## src/rtl/erase_cmd_pkg.sv

```systemverilog
// Shared constants and types for the erase command decoder.
// Assumes byte addressing: bit 0 of the address is the byte select.
package erase_cmd_pkg;
    localparam int ADDR_W     = 21;
    localparam int DATA_W     = 8;
    localparam int SECTOR_W   = 4;
    localparam int OFFSET_W   = ADDR_W - SECTOR_W;

    localparam logic [OFFSET_W-1:0] UNLOCK_A_ADDR = OFFSET_W'('h555);
    localparam logic [OFFSET_W-1:0] UNLOCK_B_ADDR = OFFSET_W'('h2AA);
    localparam logic [DATA_W-1:0]   UNLOCK_A_DATA = 8'hAA;
    localparam logic [DATA_W-1:0]   UNLOCK_B_DATA = 8'h55;
    localparam logic [DATA_W-1:0]   SETUP_CODE    = 8'h80;
    localparam logic [DATA_W-1:0]   CHIP_CODE     = 8'h10;
    localparam logic [DATA_W-1:0]   SECTOR_CODE   = 8'h30;

    // Progress through the six-write sequence; each name is the last accepted step.
    typedef enum logic [2:0] {
        ST_IDLE,
        ST_UNLOCK1,
        ST_UNLOCK2,
        ST_SETUP,
        ST_UNLOCK3,
        ST_UNLOCK4
    } seq_state_t;
endpackage

```

## src/rtl/strobe_sync.sv

```systemverilog
// Synchronises the asynchronous active-low write strobe and produces
// one-cycle pulses at its falling and rising edges.
// Assumes the strobe stays in each level for more than SYNC_STAGES+1 clocks.
module strobe_sync #(
    parameter int SYNC_STAGES = 2
) (
    input  logic clk,
    input  logic rst_n,
    input  logic strobe_n,
    output logic fall_pulse,
    output logic rise_pulse
);
    logic [SYNC_STAGES-1:0] sync_q;
    logic                   prev_q;

    // Shift the raw strobe through the synchroniser chain; idle level is high.
    always_ff @(posedge clk) begin
        if (!rst_n) begin
            sync_q <= '1;
            prev_q <= 1'b1;
        end else begin
            sync_q <= {sync_q[SYNC_STAGES-2:0], strobe_n};
            prev_q <= sync_q[SYNC_STAGES-1];
        end
    end

    // Compare the synchronised level with its previous value to find edges.
    always_comb begin
        fall_pulse = prev_q && !sync_q[SYNC_STAGES-1];
        rise_pulse = !prev_q && sync_q[SYNC_STAGES-1];
    end
endmodule

```

## src/rtl/bus_capture.sv

```systemverilog
// Latches the write address at the strobe's falling edge and the data at its
// rising edge, then presents one completed write for a single cycle.
// Assumes address and data are stable while their edge is being detected.
module bus_capture
    import erase_cmd_pkg::*;
(
    input  logic              clk,
    input  logic              rst_n,
    input  logic              fall_pulse,
    input  logic              rise_pulse,
    input  logic [ADDR_W-1:0] bus_addr,
    input  logic [DATA_W-1:0] bus_data,
    output logic              ev_valid,
    output logic [ADDR_W-1:0] ev_addr,
    output logic [DATA_W-1:0] ev_data
);
    logic [ADDR_W-1:0] lat_addr;

    // Hold the address seen at the start of the write pulse.
    always_ff @(posedge clk) begin
        if (!rst_n)          lat_addr <= '0;
        else if (fall_pulse) lat_addr <= bus_addr;
    end

    // Emit the completed write when the pulse ends, taking data at that moment.
    always_ff @(posedge clk) begin
        if (!rst_n) begin
            ev_valid <= 1'b0;
            ev_addr  <= '0;
            ev_data  <= '0;
        end else begin
            ev_valid <= rise_pulse;
            if (rise_pulse) begin
                ev_addr <= lat_addr;
                ev_data <= bus_data;
            end
        end
    end

    // the latched address equals the bus value at the falling edge.
    assert_addr_at_fall_R4: assert property (@(posedge clk) disable iff (!rst_n)
        $past(fall_pulse) |-> lat_addr == $past(bus_addr));

    // the write's data equals the bus value at the rising edge.
    assert_data_at_rise_R5: assert property (@(posedge clk) disable iff (!rst_n)
        ev_valid |-> ev_data == $past(bus_data));
endmodule

```

## src/rtl/erase_seq_fsm.sv

```systemverilog
// Walks the six-write erase sequence and raises a one-cycle request with the
// erase type and sector. Writes that break the sequence return it to idle.
// Assumes a busy engine must see no new request, so busy forces idle.
module erase_seq_fsm
    import erase_cmd_pkg::*;
(
    input  logic                clk,
    input  logic                rst_n,
    input  logic                engine_busy,
    input  logic                ev_valid,
    input  logic [ADDR_W-1:0]   ev_addr,
    input  logic [DATA_W-1:0]   ev_data,
    output logic                erase_req,
    output logic                erase_chip,
    output logic [SECTOR_W-1:0] erase_sector
);
    seq_state_t          state_q;
    logic [OFFSET_W-1:0] ev_offset;
    logic [SECTOR_W-1:0] ev_sector;
    logic                hit_a;
    logic                hit_b;

    // Split the write address into in-sector offset and sector number and match unlock writes.
    always_comb begin
        ev_offset = ev_addr[OFFSET_W-1:0];
        ev_sector = ev_addr[ADDR_W-1 -: SECTOR_W];
        hit_a     = (ev_offset == UNLOCK_A_ADDR) && (ev_data == UNLOCK_A_DATA);
        hit_b     = (ev_offset == UNLOCK_B_ADDR) && (ev_data == UNLOCK_B_DATA);
    end

    // Advance on each matching write, fall back to idle on any mismatch or while busy.
    always_ff @(posedge clk) begin
        if (!rst_n) begin
            state_q      <= ST_IDLE;
            erase_req    <= 1'b0;
            erase_chip   <= 1'b0;
            erase_sector <= '0;
        end else begin
            erase_req <= 1'b0;
            if (engine_busy) begin
                state_q <= ST_IDLE;
            end else if (ev_valid) begin
                unique case (state_q)
                    ST_IDLE:    state_q <= hit_a ? ST_UNLOCK1 : ST_IDLE;
                    ST_UNLOCK1: state_q <= hit_b ? ST_UNLOCK2 : ST_IDLE;
                    ST_UNLOCK2: state_q <= (ev_offset == UNLOCK_A_ADDR && ev_data == SETUP_CODE)
                                           ? ST_SETUP : ST_IDLE;
                    ST_SETUP:   state_q <= hit_a ? ST_UNLOCK3 : ST_IDLE;
                    ST_UNLOCK3: state_q <= hit_b ? ST_UNLOCK4 : ST_IDLE;
                    ST_UNLOCK4: begin
                        state_q <= ST_IDLE;
                        if (ev_offset == UNLOCK_A_ADDR && ev_data == CHIP_CODE) begin
                            erase_req    <= 1'b1;
                            erase_chip   <= 1'b1;
                            erase_sector <= '0;
                        end else if (ev_data == SECTOR_CODE) begin
                            erase_req    <= 1'b1;
                            erase_chip   <= 1'b0;
                            erase_sector <= ev_sector;
                        end
                    end
                    default:    state_q <= ST_IDLE;
                endcase
            end
        end
    end

    // a request lasts a single cycle.
    assert_req_single_R6: assert property (@(posedge clk) disable iff (!rst_n)
        erase_req |=> !erase_req);

    // a request only follows a completed write.
    assert_req_after_write_R6: assert property (@(posedge clk) disable iff (!rst_n)
        erase_req |-> $past(ev_valid));

    // no request in the cycle after the engine reported busy.
    assert_no_req_busy_R9: assert property (@(posedge clk) disable iff (!rst_n)
        erase_req |-> !$past(engine_busy));

    // a whole-device request comes from the chip code at the unlock address.
    assert_chip_code_R2: assert property (@(posedge clk) disable iff (!rst_n)
        (erase_req && erase_chip) |-> ($past(ev_data) == CHIP_CODE
                                       && $past(ev_offset) == UNLOCK_A_ADDR));

    // a sector request carries the sector code and the final write's sector.
    assert_sector_source_R3: assert property (@(posedge clk) disable iff (!rst_n)
        (erase_req && !erase_chip) |-> ($past(ev_data) == SECTOR_CODE
                                        && erase_sector == $past(ev_sector)));
endmodule

```

## src/rtl/erase_cmd_decoder.sv

```systemverilog
// Top of the erase command decoder: strobe synchroniser, write capture and
// sequence state machine in a chain. Assumes an asynchronous active-low
// write strobe and a busy flag from the erase engine in the clk domain.
module erase_cmd_decoder
    import erase_cmd_pkg::*;
#(
    parameter int SYNC_STAGES = 2
) (
    input  logic                clk,
    input  logic                rst_n,
    input  logic                we_n,
    input  logic [ADDR_W-1:0]   bus_addr,
    input  logic [DATA_W-1:0]   bus_data,
    input  logic                engine_busy,
    output logic                erase_req,
    output logic                erase_chip,
    output logic [SECTOR_W-1:0] erase_sector
);
    logic              fall_pulse;
    logic              rise_pulse;
    logic              ev_valid;
    logic [ADDR_W-1:0] ev_addr;
    logic [DATA_W-1:0] ev_data;

    strobe_sync #(.SYNC_STAGES(SYNC_STAGES)) u_sync (
        .clk        (clk),
        .rst_n      (rst_n),
        .strobe_n   (we_n),
        .fall_pulse (fall_pulse),
        .rise_pulse (rise_pulse)
    );

    bus_capture u_capture (
        .clk        (clk),
        .rst_n      (rst_n),
        .fall_pulse (fall_pulse),
        .rise_pulse (rise_pulse),
        .bus_addr   (bus_addr),
        .bus_data   (bus_data),
        .ev_valid   (ev_valid),
        .ev_addr    (ev_addr),
        .ev_data    (ev_data)
    );

    erase_seq_fsm u_fsm (
        .clk          (clk),
        .rst_n        (rst_n),
        .engine_busy  (engine_busy),
        .ev_valid     (ev_valid),
        .ev_addr      (ev_addr),
        .ev_data      (ev_data),
        .erase_req    (erase_req),
        .erase_chip   (erase_chip),
        .erase_sector (erase_sector)
    );
endmodule

```

## config.mk

```make
export PLATFORM = sky130hd
export DESIGN_NAME = erase_cmd_decoder
export DESIGN_NICKNAME = d
export VERILOG_FILES = /design/src/rtl/erase_cmd_pkg.sv /design/src/rtl/strobe_sync.sv /design/src/rtl/bus_capture.sv /design/src/rtl/erase_seq_fsm.sv /design/src/rtl/erase_cmd_decoder.sv
export SDC_FILE = /design/constraint.sdc
export NUM_CORES = 1
export LEC_CHECK = 0
export ABC_CLOCK_PERIOD_IN_PS = 2090
export BUFFER_PORTS_ARGS = -buffer_cell sky130_fd_sc_hd__buf_4
export CAP_MARGIN = 0
export CORE_MARGIN = 10
export CORE_UTILIZATION = 56
export CTS_CLUSTER_SIZE = 30
export DETAILED_ROUTE_END_ITERATION = 8
export GPL_TIMING_DRIVEN = 0
export MAX_ROUTING_LAYER = met4
export PLACE_DENSITY_LB_ADDON = 0.08
export SLEW_MARGIN = 15
export SYNTH_ARGS = -nofsm -noshare
export SYNTH_HDL_FRONTEND = slang
export SYNTH_HIERARCHICAL = 1
export SYNTH_SLANG_ARGS = --single-unit
export TNS_END_PERCENT = 1
```

## constraint.sdc

```tcl
create_clock -name clk -period 2.09 [get_ports clk]
set_input_delay 0.209 -clock clk [delete_from_list [all_inputs] [get_ports clk]]
set_output_delay 0.209 -clock clk [all_outputs]
set_load 0.01 [all_outputs]
```

Yosys cells after proc, flatten, opt, wreduce, memory -nomap -nowiden:

Cells that the tools add are included.

* word-level logic and storage cells: 51
* input bits: 33
* register bits after elaboration: 63
* output and inout bits: 6

* reductions and logical operators: 13
* eq/ne operators: 12
* muxes and demuxes: 12
* bitwise operators: 4

Operator list (count)
* 17-bit by 10-bit equality test with 1-bit output (second input constant): 1
* 17-bit by 11-bit equality test with 1-bit output (second input constant): 1
* 8-bit equality test (second input constant): 2
* 3-bit one-hot mux with 5 select lines: 1
* 8-bit by 5-bit equality test with 1-bit output (second input constant): 1
* 8-bit by 6-bit equality test with 1-bit output (second input constant): 1
* 8-bit by 7-bit equality test with 1-bit output (second input constant): 1
* 4-bit 2-to-1 mux: 2
* 3-bit by 2-bit equality test with 1-bit output (second input constant): 2
* 3-bit equality test (second input constant): 2
* 1-bit logical AND: 6
* 3-bit 2-to-1 mux: 2
* 1-bit 2-to-1 mux: 5
* 2-bit 2-to-1 mux: 2
* 1-bit inverter: 4
* 4-bit AND reduction: 1
* 4-bit OR reduction: 1
* 3-bit by 1-bit equality test with 1-bit output (second input constant): 1
* 3-bit zero test: 1
* 1-bit zero test: 2
* 2-bit nonzero test: 1
* 2-bit OR reduction: 1

Depth between registers and ports, before layout:

Gate-level depths: netlist of the first run.

* word-level depth: 4
* gate-level depth with buffers: 5
* depth with buffers taken out: 4

Hierarchy:

The synthesis of the first run kept the hierarchy.

By module, submodules not included
* bus_capture: instances 1, cells each 164, area each 1978.1 um^2
* erase_seq_fsm: instances 1, cells each 80, area each 671.9 um^2
* strobe_sync: instances 1, cells each 8, area each 91.3 um^2

Least setup slack after synthesis of the first run:

Ideal clock, no wire load.

* path kind: reg-to-reg
* start: reg u_capture.ev_addr[16]
* end: reg u_fsm.erase_sector[0]
* path buffers: 0
* path slack: 0.526 ns
* clock period less this slack: 1.564 ns
* cell stages (with the launch flop): 5
* arrival: 1.438 ns
* data required time: 1.964 ns
* library setup time: 0.126 ns
* path through: dfxtp_1 > or4_4 > nor4_4 > a21o_2 > o211ai_1

* word-level cells in the longest chain between the ends: 4
* elaborated cells on any way between the ends: 5
* those cells by class: 1 x eq/ne; 1 x mux; 3 x reduce/logical

Ends and longest elaborated chain
* from (decl): RTL line bus_capture.sv:14 `output logic [ADDR_W-1:0] ev_addr,`
* from (signal assigned): RTL line bus_capture.sv:34 `ev_addr <= lat_addr;`
* 17-bit by 11-bit equality test with 1-bit output *: RTL line erase_seq_fsm.sv:52 `if (ev_offset == UNLOCK_A_ADDR && ev_data == CHIP_CODE) begin`
* 1-bit logical AND *: RTL line erase_seq_fsm.sv:52
* 2-bit nonzero test (no source line)
* 4-bit AND reduction (no source line)
* to (signal assigned): RTL line erase_seq_fsm.sv:59 `erase_sector <= ev_sector;`
* to (decl): RTL line erase_seq_fsm.sv:15 `output logic [SECTOR_W-1:0] erase_sector`

Every way passes the cells marked *; elsewhere a longest branch is shown, timed or not.
A chain may end at the register's enable or synchronous reset.

Worst setup path after layout of the first run:

* start: reg u_capture.ev_addr[2]
* end: reg u_fsm.state_q[2]

* word-level cells in the longest chain between the ends: 4
* elaborated cells on any way between the ends: 7
* those cells by class: 2 x eq/ne; 3 x mux; 2 x reduce/logical

Ends and longest elaborated chain
* 17-bit by 10-bit equality test with 1-bit output / 17-bit by 11-bit equality test with 1-bit output (equally long branches): RTL line erase_seq_fsm.sv:28, erase_seq_fsm.sv:27
* 1-bit logical AND (on tied branches): RTL line erase_seq_fsm.sv:28, erase_seq_fsm.sv:27
* 3-bit 2-to-1 mux (on tied branches): RTL line erase_seq_fsm.sv:49, erase_seq_fsm.sv:48
* 3-bit one-hot mux with 5 select lines *: RTL line erase_seq_fsm.sv:43 `unique case (state_q)`
* to (signal assigned): RTL line erase_seq_fsm.sv:44 `ST_IDLE: state_q <= hit_a ? ST_UNLOCK1 : ST_IDLE;`
* to (signal assigned): RTL line erase_seq_fsm.sv:45 `ST_UNLOCK1: state_q <= hit_b ? ST_UNLOCK2 : ST_IDLE;`
* to (signal assigned): RTL line erase_seq_fsm.sv:49 `ST_UNLOCK3: state_q <= hit_b ? ST_UNLOCK4 : ST_IDLE;`
* to (decl): RTL line erase_seq_fsm.sv:17 `seq_state_t state_q;`

Marks and branches as above.

==> results.cfg, run 1 <==
[worst_setup_path]
cp.depth = 4
path_delay_family = simple AND/OR/NAND/NOR gates
reg2regPathDepth = 4
worstSetupEndpoint = u_fsm/state_q[2]$_SDFFE_PP0P_
crit_type = flop to flop
critical_path_buf_inv_count = 0
worst_path_max_delay_cell = nor4_1
max_stage_delay_ns = 0.54
crit_required_ns = 2.34
r2r_slack_ns = 0.33
cp-start-kind = flop
cp-startpoint = u_capture/ev_addr[2]$_SDFFE_PN0P_
r2r_start = u_capture/ev_addr[2]$_SDFFE_PN0P_
worstSetupEndpointType = flop
r2r-end = u_fsm/state_q[2]$_SDFFE_PP0P_
cp_cell_sequence = or4b_1 -> nor4_1 -> a21oi_1 -> o22ai_1
arrival_ns = 2.01
crit_path_max_fanout = 3

[logic_synthesis]
synthCells = 252
synth_top_area_share_pct = 46.01
yosysTopAreaCell = dfxtp_1
yosysWarnings = 6
synth_area_leaders = dfxtp_1 46%, mux2i_1 18%, nor2b_1 13%
synth_ff_type = dfxtp_1
syn_area_um2 = 2741
ys_types = 38
synth_fp_nets = 285
synth_edf_count = 0
synth_common_cells = 63 x dfxtp_1, 55 x nor2b_1, 50 x mux2i_1, 10 x nand4_1, 8 x clkbuf_1
ys_seq_area_share_pct = 46.01
avgSynthCellArea_um2 = 10.88
synthArstFlopShare_pct = 0
synth.most_common_cell = dfxtp_1
ys_ff_latch = 63

[floorplanning]
coreArea_um2 = 4723
dieArea_um2 = 8094
num_rows = 25
initial_core_util_pct = 58.04
ios = 39
die_h_um = 89.97
fp.dieW_um = 89.97

[drt]
wl_per_cell_um = 14.77
drt-pass1-iter-count = 4
post-route-drc-count = 0
routed_wl_mm = 5.480
num_vias = 1935
drt_iter0_drc = 78
ant_nets = 0
viasPerCell = 5.216

[power]
internal_power_mw = 1.892
switchingPower_uw = 486.0
power.leakage_nw = 1.137
power_frac_clock_pct = 41.3
switching_share_pct = 20.44
pwr-share-comb_pct = 6.7
p_per_area_nw_per_um2 = 722.9
ir_drop_v = 0.0004819
seq_power_share_pct = 51.9

[clock_network]
path_clk_slew_ns = 0.06
cts_hold_buf = 0
cts_buffers = 9
cts_resized = 0
clk-insertion-delay-late_ns = 0.32
cts-root-buf = clkbuf_8
clock_path_buffers = 2
tritoncts = built
clock-sinks = 63
h-tree-depth = 3
cts_setup_buffers = 0

[sta]
clock-skew-final_ns = 0.003890
setup-tns-final_ns = 0
setup_violations = 0
tightest_slew_ns = 0.5741
hold_viol_final = 0
grt_setup_unrepaired = false
slew_headroom_pct = 61.38
drv_slew = 0
fin_crit_sh_pct = 84.29
fin_crit_ns = 1.762
fmax_mhz = 567.6

[placed_design]
gp_congestion = 0.8776
place.port_buffers = 38
post_dp_cell_area_um2 = 3110
place.detailed.hpwl_mm = 4.064
post-place-cells = 357

[global_route]
grt_use_total_pct = 14.14
grt_pass1_wl_mm = 9.246
grt_pass1_vias = 1982
grt_max_degree = 18
gr-total-overflow = 0
antenna_found_initial = 0

[run]
max-cap-violations = 0

[layout]
nNetsFinal = 334
finalInstanceArea_um2 = 3289
utilization_pct = 69.64
n_antenna_cell = 0
area_growth_pct = 19.99
drive_gt1_share_pct = 20.07
fin_cells = 371

[min_path]
hold_class = primary input to flop

[outcome]
status = finished clean
[cells in the final DEF, fill, tap and decap left out, drive strengths merged, types with 2 or more instances in the layout]
cell,synthesis,layout
nand2,5,5
nor2,4,4
a21oi,2,2
nand2b,4,4
nor3b,2,2
buf,7,45
and4,2,2
and3,2,2
o211ai,5,5
or4b,3,3
nor4,3,3
nand4,10,10
nor3,2,2
nand3,5,5
dfxtp,63,63
nor2b,55,55
nand4bb,2,2
nand4b,2,2
clkbuf,8,21
nor4b,2,2
mux2i,50,50
[cell type report]
| type | instances | area [um^2] |
|---|---|---|
| fill | 399 | 1434 |
| buffer | 15 | 148.9 |
| timing repair buffer | 38 | 285.3 |
| clock inverter | 1 | 30.03 |
| sequential | 63 | 1261 |
| multi-input combinational | 173 | 1328 |
| inverter | 1 | 3.754 |
| tap | 67 | 83.83 |
| clock buffer | 13 | 148.9 |
[registers in the layout, indices dropped and copies added (netlist names)]
register,flops
u_capture/ev_addr,21
u_capture/ev_data,8
u_capture/ev_valid,1
u_capture/lat_addr,21
u_fsm/erase_chip,1
u_fsm/erase_req,1
u_fsm/erase_sector,4
u_fsm/state_q,3
u_sync/prev_q,1
u_sync/sync_q,2
[per-layer routing]
layer	wire, um	track usage [%]	share of wire [%]	vias up
met5	0	-	0	-
met4	104	7.162	1.9	0
met3	171	3.491	3.1	11
met2	2601	21.31	47	33
met1	2602	17.19	47	903
li1	-	-	-	988
[cell families (layout without fill, tap and decap cells)]
| kind of cell | after synthesis | count (layout) | synth area share [%] |
|---|---|---|---|
| simple gates | 112 | 112 | 27.38 |
| buf+inv | 16 | 68 | 5.568 |
| compound gates | 11 | 11 | 2.785 |
| mux | 50 | 50 | 18.26 |
| flops | 63 | 63 | 46.01 |
[power groups by stage]
stage,combinational [mW],sequential [mW],clock (mW)
finish,0.160,1.24,0.983
global route,0.175,1.24,1.07
CTS,0.162,1.24,1.01
detailed placement,0.161,1.26,0
global placement,0.159,1.26,0
floorplan,0.0953,1.26,0
[worst min-delay path by stage]
stage	slack, ns	end	cells past startpoint	from
CTS	0.05	u_sync/sync_q[0]$_SDFF_PN1_	2	we_n
global route	0.05	u_sync/sync_q[0]$_SDFF_PN1_	2	we_n
global placement	0.39	u_sync/sync_q[1]$_SDFF_PN1_	1	u_sync/sync_q[0]$_SDFF_PN1_
floorplan	0.28	u_sync/sync_q[0]$_SDFF_PN1_	1	rst_n
finish	0.06	u_sync/sync_q[0]$_SDFF_PN1_	2	we_n
detailed placement	0.40	u_sync/sync_q[1]$_SDFF_PN1_	1	u_sync/sync_q[0]$_SDFF_PN1_
[stage by stage]
step,hold slack (ns),setup slack [ns],total power [mW]
final,0.06489,0.3283,2.378
after global routing,0.05422,0.1663,2.478
after CTS,0.05076,0.3290,2.410
after detailed placement,0.3974,0.3373,1.423
after global placement,0.3881,0.3398,1.420
after floorplan,0.2820,0.5262,1.352
No activity file was read; power rests on OpenSTA's default activity.
==> inputs of run 2 (changes only) <==
--- a/config.mk
+++ b/config.mk
@@ -5,11 +5,11 @@
 export SDC_FILE = /design/constraint.sdc
 export NUM_CORES = 1
 export LEC_CHECK = 0
-export ABC_CLOCK_PERIOD_IN_PS = 2090
+export ABC_CLOCK_PERIOD_IN_PS = 1600
 export BUFFER_PORTS_ARGS = -buffer_cell sky130_fd_sc_hd__buf_4
 export CAP_MARGIN = 0
 export CORE_MARGIN = 10
-export CORE_UTILIZATION = 56
+export CORE_UTILIZATION = 51
 export CTS_CLUSTER_SIZE = 30
 export DETAILED_ROUTE_END_ITERATION = 8
 export GPL_TIMING_DRIVEN = 0
==> constraint.sdc (replaced) <==
create_clock -name clk -period 1.6 [get_ports clk]
set_input_delay 0.16 -clock clk [delete_from_list [all_inputs] [get_ports clk]]
set_output_delay 0.16 -clock clk [all_outputs]
set_load 0.01 [all_outputs]
==> run 2 against run 1 <==
The run now ends with setup timing left. Cell count increased by 1.6%. Wire length increased by 0.71%. Worst hold slack improved by 0.022 ns. Non-clock buffer count increased by 1. Critical path type unchanged. Highest routed layer unchanged.
==> results.cfg, run 2 (synthesis results as in run 1) <==
[worst_setup_path]
worstSetupEndpointType = flop
arrival_ns = 1.92
worst_path_max_delay_cell = or4b_4
cp_cell_sequence = or4b_4 -> nor4_4 -> a21o_2 -> and3_1
crit_path_max_fanout = 5
crit_type = flop to flop
max_stage_delay_ns = 0.55
cp-start-kind = flop
r2r_slack_ns = -0.05
reg2regPathDepth = 4
crit_required_ns = 1.87

[sta]
slew_headroom_pct = 75.01
fmax_mhz = 604.7
grt_setup_unrepaired = true
setup-tns-final_ns = -0.2595
drv_slew = 0
fin_ws_ns = -0.05382
fin_crit_ns = 1.654
clock-skew-final_ns = 0.01008
setup_violations = 6
tightest_slew_ns = 0.3749
hold_viol_final = 0
fin_crit_sh_pct = 103.4
worst_hold_slack_ns = 0.08661

[clock_network]
tritoncts = built
clk-insertion-delay-late_ns = 0.33
h-tree-depth = 3
path_clk_slew_ns = 0.07
clock-sinks = 63
clock_path_buffers = 2
cts_buffers = 9
cts_setup_buffers = 0
cts-root-buf = clkbuf_8

[placed_design]
place.port_buffers = 38
gp_congestion = 0.8886
dp_slack_ns = -0.1057
place.detailed.hpwl_mm = 3.982

[global_route]
use_met1_pct = 16.19
top_usage_layer = met2
grt_max_degree = 18
grt_pass1_vias = 2061
grt_use_total_pct = 13.76
grt_pass1_wl_mm = 9.508
grt_use_met2_pct = 21.11
met3_usage_pct = 3.437
antenna_found_initial = 0
gr-total-overflow = 0

[drt]
post-route-drc-count = 0
routed_wl_mm = 5.519
num_vias = 1979
viasPerCell = 5.249
ant_nets = 0
wl_per_cell_um = 14.64
drt-pass1-iter-count = 4
drt_iter0_drc = 133

[power]
p_per_area_nw_per_um2 = 992.1
ir_drop_v = 0.0005486
power.leakage_nw = 1.190
p_total_mw = 3.360

[layout]
layout_commonest_cell = dfxtp_1
drive_gt1_share_pct = 23.13
fillers = 435
area_growth_pct = 23.55
nNetsFinal = 335
n_antenna_cell = 0
final_cell_mix = 61 x dfxtp_1, 55 x nor2b_1, 50 x mux2i_1
utilization_pct = 65.48
largestRegisters = u_capture/ev_addr: 21 flops, u_capture/lat_addr: 21 flops, u_capture/ev_data: 8 flops

[floorplanning]
fp.dieW_um = 93.32
coreArea_um2 = 5172
num_rows = 26
ios = 39
initial_core_util_pct = 53.00
die_h_um = 93.32
dieArea_um2 = 8708

[min_path]
hold_class = primary input to flop
min_path_cells = 3

[outcome]
status = finished, violations left
violations = setup timing

[run]
max-cap-violations = 0
## run 2: cell types whose count changed in the layout (fill, tap and decap cells not counted), sizes merged
cell and delta:
bufinv +1, clkinv +1, dlygate4sd3 +1
## run 2: final timing paths
check	start	to
max reg2reg	u_capture/ev_addr[7]$_SDFFE_PN0P_	u_fsm/erase_req$_SDFF_PP0_
min reg2reg	u_sync/sync_q[0]$_SDFF_PN1_	u_sync/sync_q[1]$_SDFF_PN1_
min	bus_addr[1]	u_capture/lat_addr[1]$_SDFFE_PN0P_
max	u_capture/ev_addr[7]$_SDFFE_PN0P_	u_fsm/erase_req$_SDFF_PP0_
## run 2: layout make-up
type | count | area, um^2 | share of cell area [%]
multi-input cells | 173 | 1364 | 40.27
flip-flops and latches | 63 | 1264 | 37.31
repair buffers | 39 | 295.3 | 8.718
clock buffers | 13 | 158.9 | 4.692
plain buffers | 15 | 148.9 | 4.396
well taps | 70 | 87.58 | 2.586
clock inverters | 3 | 65.06 | 1.921
inverters | 1 | 3.754 | 0.1108
## run 2: metrics by stage
stage | instances | area, um^2
after floorplan | 252 | 2741
after global placement | 360 | 3114
after detailed placement | 360 | 3114
after CTS | 377 | 3386
after global routing | 377 | 3387
final | 377 | 3387
## run 2: where the power goes
part / switching (mW) / total (mW) / leakage (nW) / internal [mW]
Sequential: 0.0172 / 1.61 / 0.511 / 1.60
Clock: 0.572 / 1.53 / 0.114 / 0.962
Combinational: 0.0832 / 0.213 / 0.566 / 0.130
## run 2: repair_timing
item | in CTS | in global routing
gates resized for setup | 7 | 1
hold endpoints to repair | 1 | 0
setup endpoints to repair | 9 | 9
cloned | 0 | 0
hold buffers | 1 | 0
pin swaps | 4 | 4
## run 2: routing by layer
| metal | share of wire [%] | vias to the layer above |
|---|---|---|
| met2 | 46 | 47 |
| li1 | - | 994 |
| met3 | 5.0 | 13 |
| met5 | 0 | - |
| met4 | 1.9 | 0 |
| met1 | 47 | 925 |
## run 2: critical path, delay by kind of cell (launching register included)
kind             cells  cell delay [ns]
AND/OR/NAND/NOR      3             1.04
flip-flops           1             0.32
AO/OA/AOI/OAI        1             0.24
==> inputs of run 3 (changes only) <==
--- a/config.mk
+++ b/config.mk
@@ -9,15 +9,15 @@
 export BUFFER_PORTS_ARGS = -buffer_cell sky130_fd_sc_hd__buf_4
 export CAP_MARGIN = 0
 export CORE_MARGIN = 10
-export CORE_UTILIZATION = 51
+export CORE_UTILIZATION = 50
 export CTS_CLUSTER_SIZE = 30
 export DETAILED_ROUTE_END_ITERATION = 8
 export GPL_TIMING_DRIVEN = 0
 export MAX_ROUTING_LAYER = met4
 export PLACE_DENSITY_LB_ADDON = 0.08
+export SETUP_SLACK_MARGIN = 0.3
 export SLEW_MARGIN = 15
 export SYNTH_ARGS = -nofsm -noshare
 export SYNTH_HDL_FRONTEND = slang
-export SYNTH_HIERARCHICAL = 1
 export SYNTH_SLANG_ARGS = --single-unit
 export TNS_END_PERCENT = 1
==> run 3 against run 2 <==
The flow still finishes with violations (setup timing). Worst setup slack got worse by 0.10 ns. Cell count rose by 14%. Clock power rose by 11%. Clock skew fell by 0.00063 ns. Worst hold slack got worse by 0.071 ns. Via count rose by 10%. Sequential power barely moved. Maximum frequency fell by 5.9%. Combinational power fell by 15%. Non-clock buffer count rose by 2. Critical path depth did not move. Register-to-register slack got worse by 0.10 ns. Critical path type unchanged. Critical endpoint is now u_fsm.erase_sector[3]$_SDFFE_PN0P_. Largest power group is now clock.
==> results.cfg, run 3 <==
[outcome]
status = finished, violations left
violations = setup timing

[floorplanning]
die_h_um = 92.08
coreArea_um2 = 5075
num_rows = 26
ios = 39
dieArea_um2 = 8478
initial_core_util_pct = 51.18
fp.dieW_um = 92.08

[min_path]
min_path_cells = 2
hold_class = primary input to flop
hold_start = we_n
min_to = u_sync.sync_q[0]$_SDFF_PN1_

[logic_synthesis]
yosysTopAreaCell = dfxtp_1
synth_fp_nets = 336
ys_types = 38
yosysWarnings = 0
avgSynthCellArea_um2 = 8.573
ys_seq_area_share_pct = 48.55
ys_ff_latch = 63
synth_area_leaders = dfxtp_1 49%, nand2_1 16%, a21boi_0 14%
synth_edf_count = 0
syn_area_um2 = 2597
synthArstFlopShare_pct = 0
synth_ff_type = dfxtp_1
synth_common_cells = 108 x nand2_1, 63 x dfxtp_1, 50 x a21boi_0, 16 x clkbuf_1
synth.most_common_cell = nand2_1
synthCells = 303
synth_top_area_share_pct = 48.55

[layout]
n_antenna_cell = 0
drive_gt1_share_pct = 21.79
layout_commonest_cell = nand2_1
nNetsFinal = 387
fillers = 464
final-seq-area_um2 = 1262
largestRegisters = u_capture.ev_addr: 21 flops, u_capture.lat_addr: 21 flops, u_capture.ev_data: 8 flops
final_cell_mix = 108 x nand2_1, 62 x dfxtp_1, 50 x a21boi_0
area_growth_pct = 27.84
multiInputGateArea_um2 = 1329
fin_cells = 428

[worst_setup_path]
r2r_start = u_capture.ev_addr[11]$_SDFFE_PN0P_
worst_path_max_delay_cell = or4_4
cp_cell_sequence = or4_4 -> or3b_4 -> nor4_4 -> o22ai_1
critical_path_buf_inv_count = 0
max_stage_delay_ns = 0.57
cp-start-kind = flop
reg2regPathDepth = 4
crit_required_ns = 1.82
crit_type = flop to flop
r2r_slack_ns = -0.16
crit_path_max_fanout = 3
r2r-end = u_fsm.erase_sector[3]$_SDFFE_PN0P_
path_delay_family = simple AND/OR/NAND/NOR gates
worstSetupEndpointType = flop
arrival_ns = 1.97

[drt]
num_vias = 2177
viasPerCell = 5.086
routed_wl_mm = 6.119
drt-pass1-iter-count = 4
wl_per_cell_um = 14.30
ant_nets = 0
drt_iter0_drc = 59
post-route-drc-count = 0

[sta]
fin_crit_ns = 1.757
hold_viol_final = 0
grt_setup_unrepaired = true
slew_headroom_pct = 66.78
setup_violations = 6
tightest_slew_ns = 0.4983
clock-skew-final_ns = 0.009452
worst_hold_slack_ns = 0.01529
fmax_mhz = 569.2
fin_ws_ns = -0.1567
fin_crit_sh_pct = 109.8
drv_slew = 0

[global_route]
gr-total-overflow = 0
grt_max_degree = 11
grt_pass1_wl_mm = 10.09
antenna_found_initial = 0
grt_pass1_vias = 2190
grt_use_total_pct = 15.10

[clock_network]
h-tree-depth = 3
clock_path_buffers = 2
clock-sinks = 63
cts_buffers = 9
clk-insertion-delay-late_ns = 0.34
cts_hold_buf = 0
tritoncts = built
path_clk_slew_ns = 0.07
cts-root-buf = clkbuf_8

[power]
power.leakage_nw = 1.206
ir_drop_v = 0.0006953
p_per_area_nw_per_um2 = 1054

[placed_design]
place.port_buffers = 38
place.detailed.hpwl_mm = 4.404
dp_slack_ns = -0.2193
post-place-cells = 411
gp_congestion = 0.8555

[run]
max-cap-violations = 0
run 3: how the worst max path moves through the flow:
stage | start | end | slack, ns | cells after the start
final | u_capture.ev_addr[11]$_SDFFE_PN0P_ | u_fsm.erase_sector[3]$_SDFFE_PN0P_ | -0.16 | 4
after global routing | u_capture.ev_addr[11]$_SDFFE_PN0P_ | u_fsm.erase_sector[3]$_SDFFE_PN0P_ | -0.20 | 4
after CTS | u_capture.ev_addr[11]$_SDFFE_PN0P_ | u_fsm.erase_sector[0]$_SDFFE_PN0P_ | -0.14 | 4
after detailed placement | u_capture.ev_addr[1]$_SDFFE_PN0P_ | u_fsm.erase_sector[0]$_SDFFE_PN0P_ | -0.22 | 4
after global placement | u_capture.ev_addr[11]$_SDFFE_PN0P_ | u_fsm.state_q[2]$_SDFFE_PP0P_ | -0.24 | 4
after floorplan | u_capture.ev_addr[11]$_SDFFE_PN0P_ | u_fsm.erase_sector[0]$_SDFFE_PN0P_ | 0.03 | 4
run 3: timing repair:
item / CTS / global route
setup endpoints to repair: 38 / 47
resized for setup: 14 / 21
pin swaps: 0 / 6
setup buffers: 0 / 2
run 3: power breakdown:
group	leakage [nW]	internal, mW	switching, mW	total, mW
sequential	0.510	1.60	0.0185	1.61
clock	0.123	1.11	0.591	1.70
combinational	0.574	0.0965	0.0852	0.182
run 3: cells by family (layout without fill, tap and decap cells):
group                  after synthesis  after routing  synth area share [%]
AO/OA/AOI/OAI                       64             64                 18.50
buffers and inverters               18             73                 2.601
flip-flops                          63             63                 48.55
multiplexers                         2              2                0.8670
AND/OR/NAND/NOR                    156            156                 29.48
run 3: layer usage:
layer  part of all wire (%)  vias up  track usage (%)
met5                      0        -                -
met2                     49       33            24.82
met3                    3.2       10            4.319
li1                       -     1135                -
met1                     46      999            17.05
met4                    1.4        0            5.656
run 3: through the flow:
step / util, % / cell area, um^2 / TNS (ns) / total power [mW]
floorplan: - / 2597 / 0 / 1.727
global placement: 58.53 / 2970 / -1.339 / 1.821
detailed placement: 58.53 / 2970 / -1.549 / 1.824
CTS: 64.47 / 3272 / -0.7687 / 3.523
global route: 65.43 / 3321 / -0.9049 / 3.610
finish: 65.43 / 3321 / -0.5678 / 3.499
run 3: layout make-up:
cell class	count	share of cell area [%]
inverter	2	0.2261
clock buffer	12	4.672
sequential	63	38.02
clock inverter	3	2.713
multi-input combinational	222	40.01
buffer	16	2.675
tap	70	2.638
timing repair buffer	40	9.043
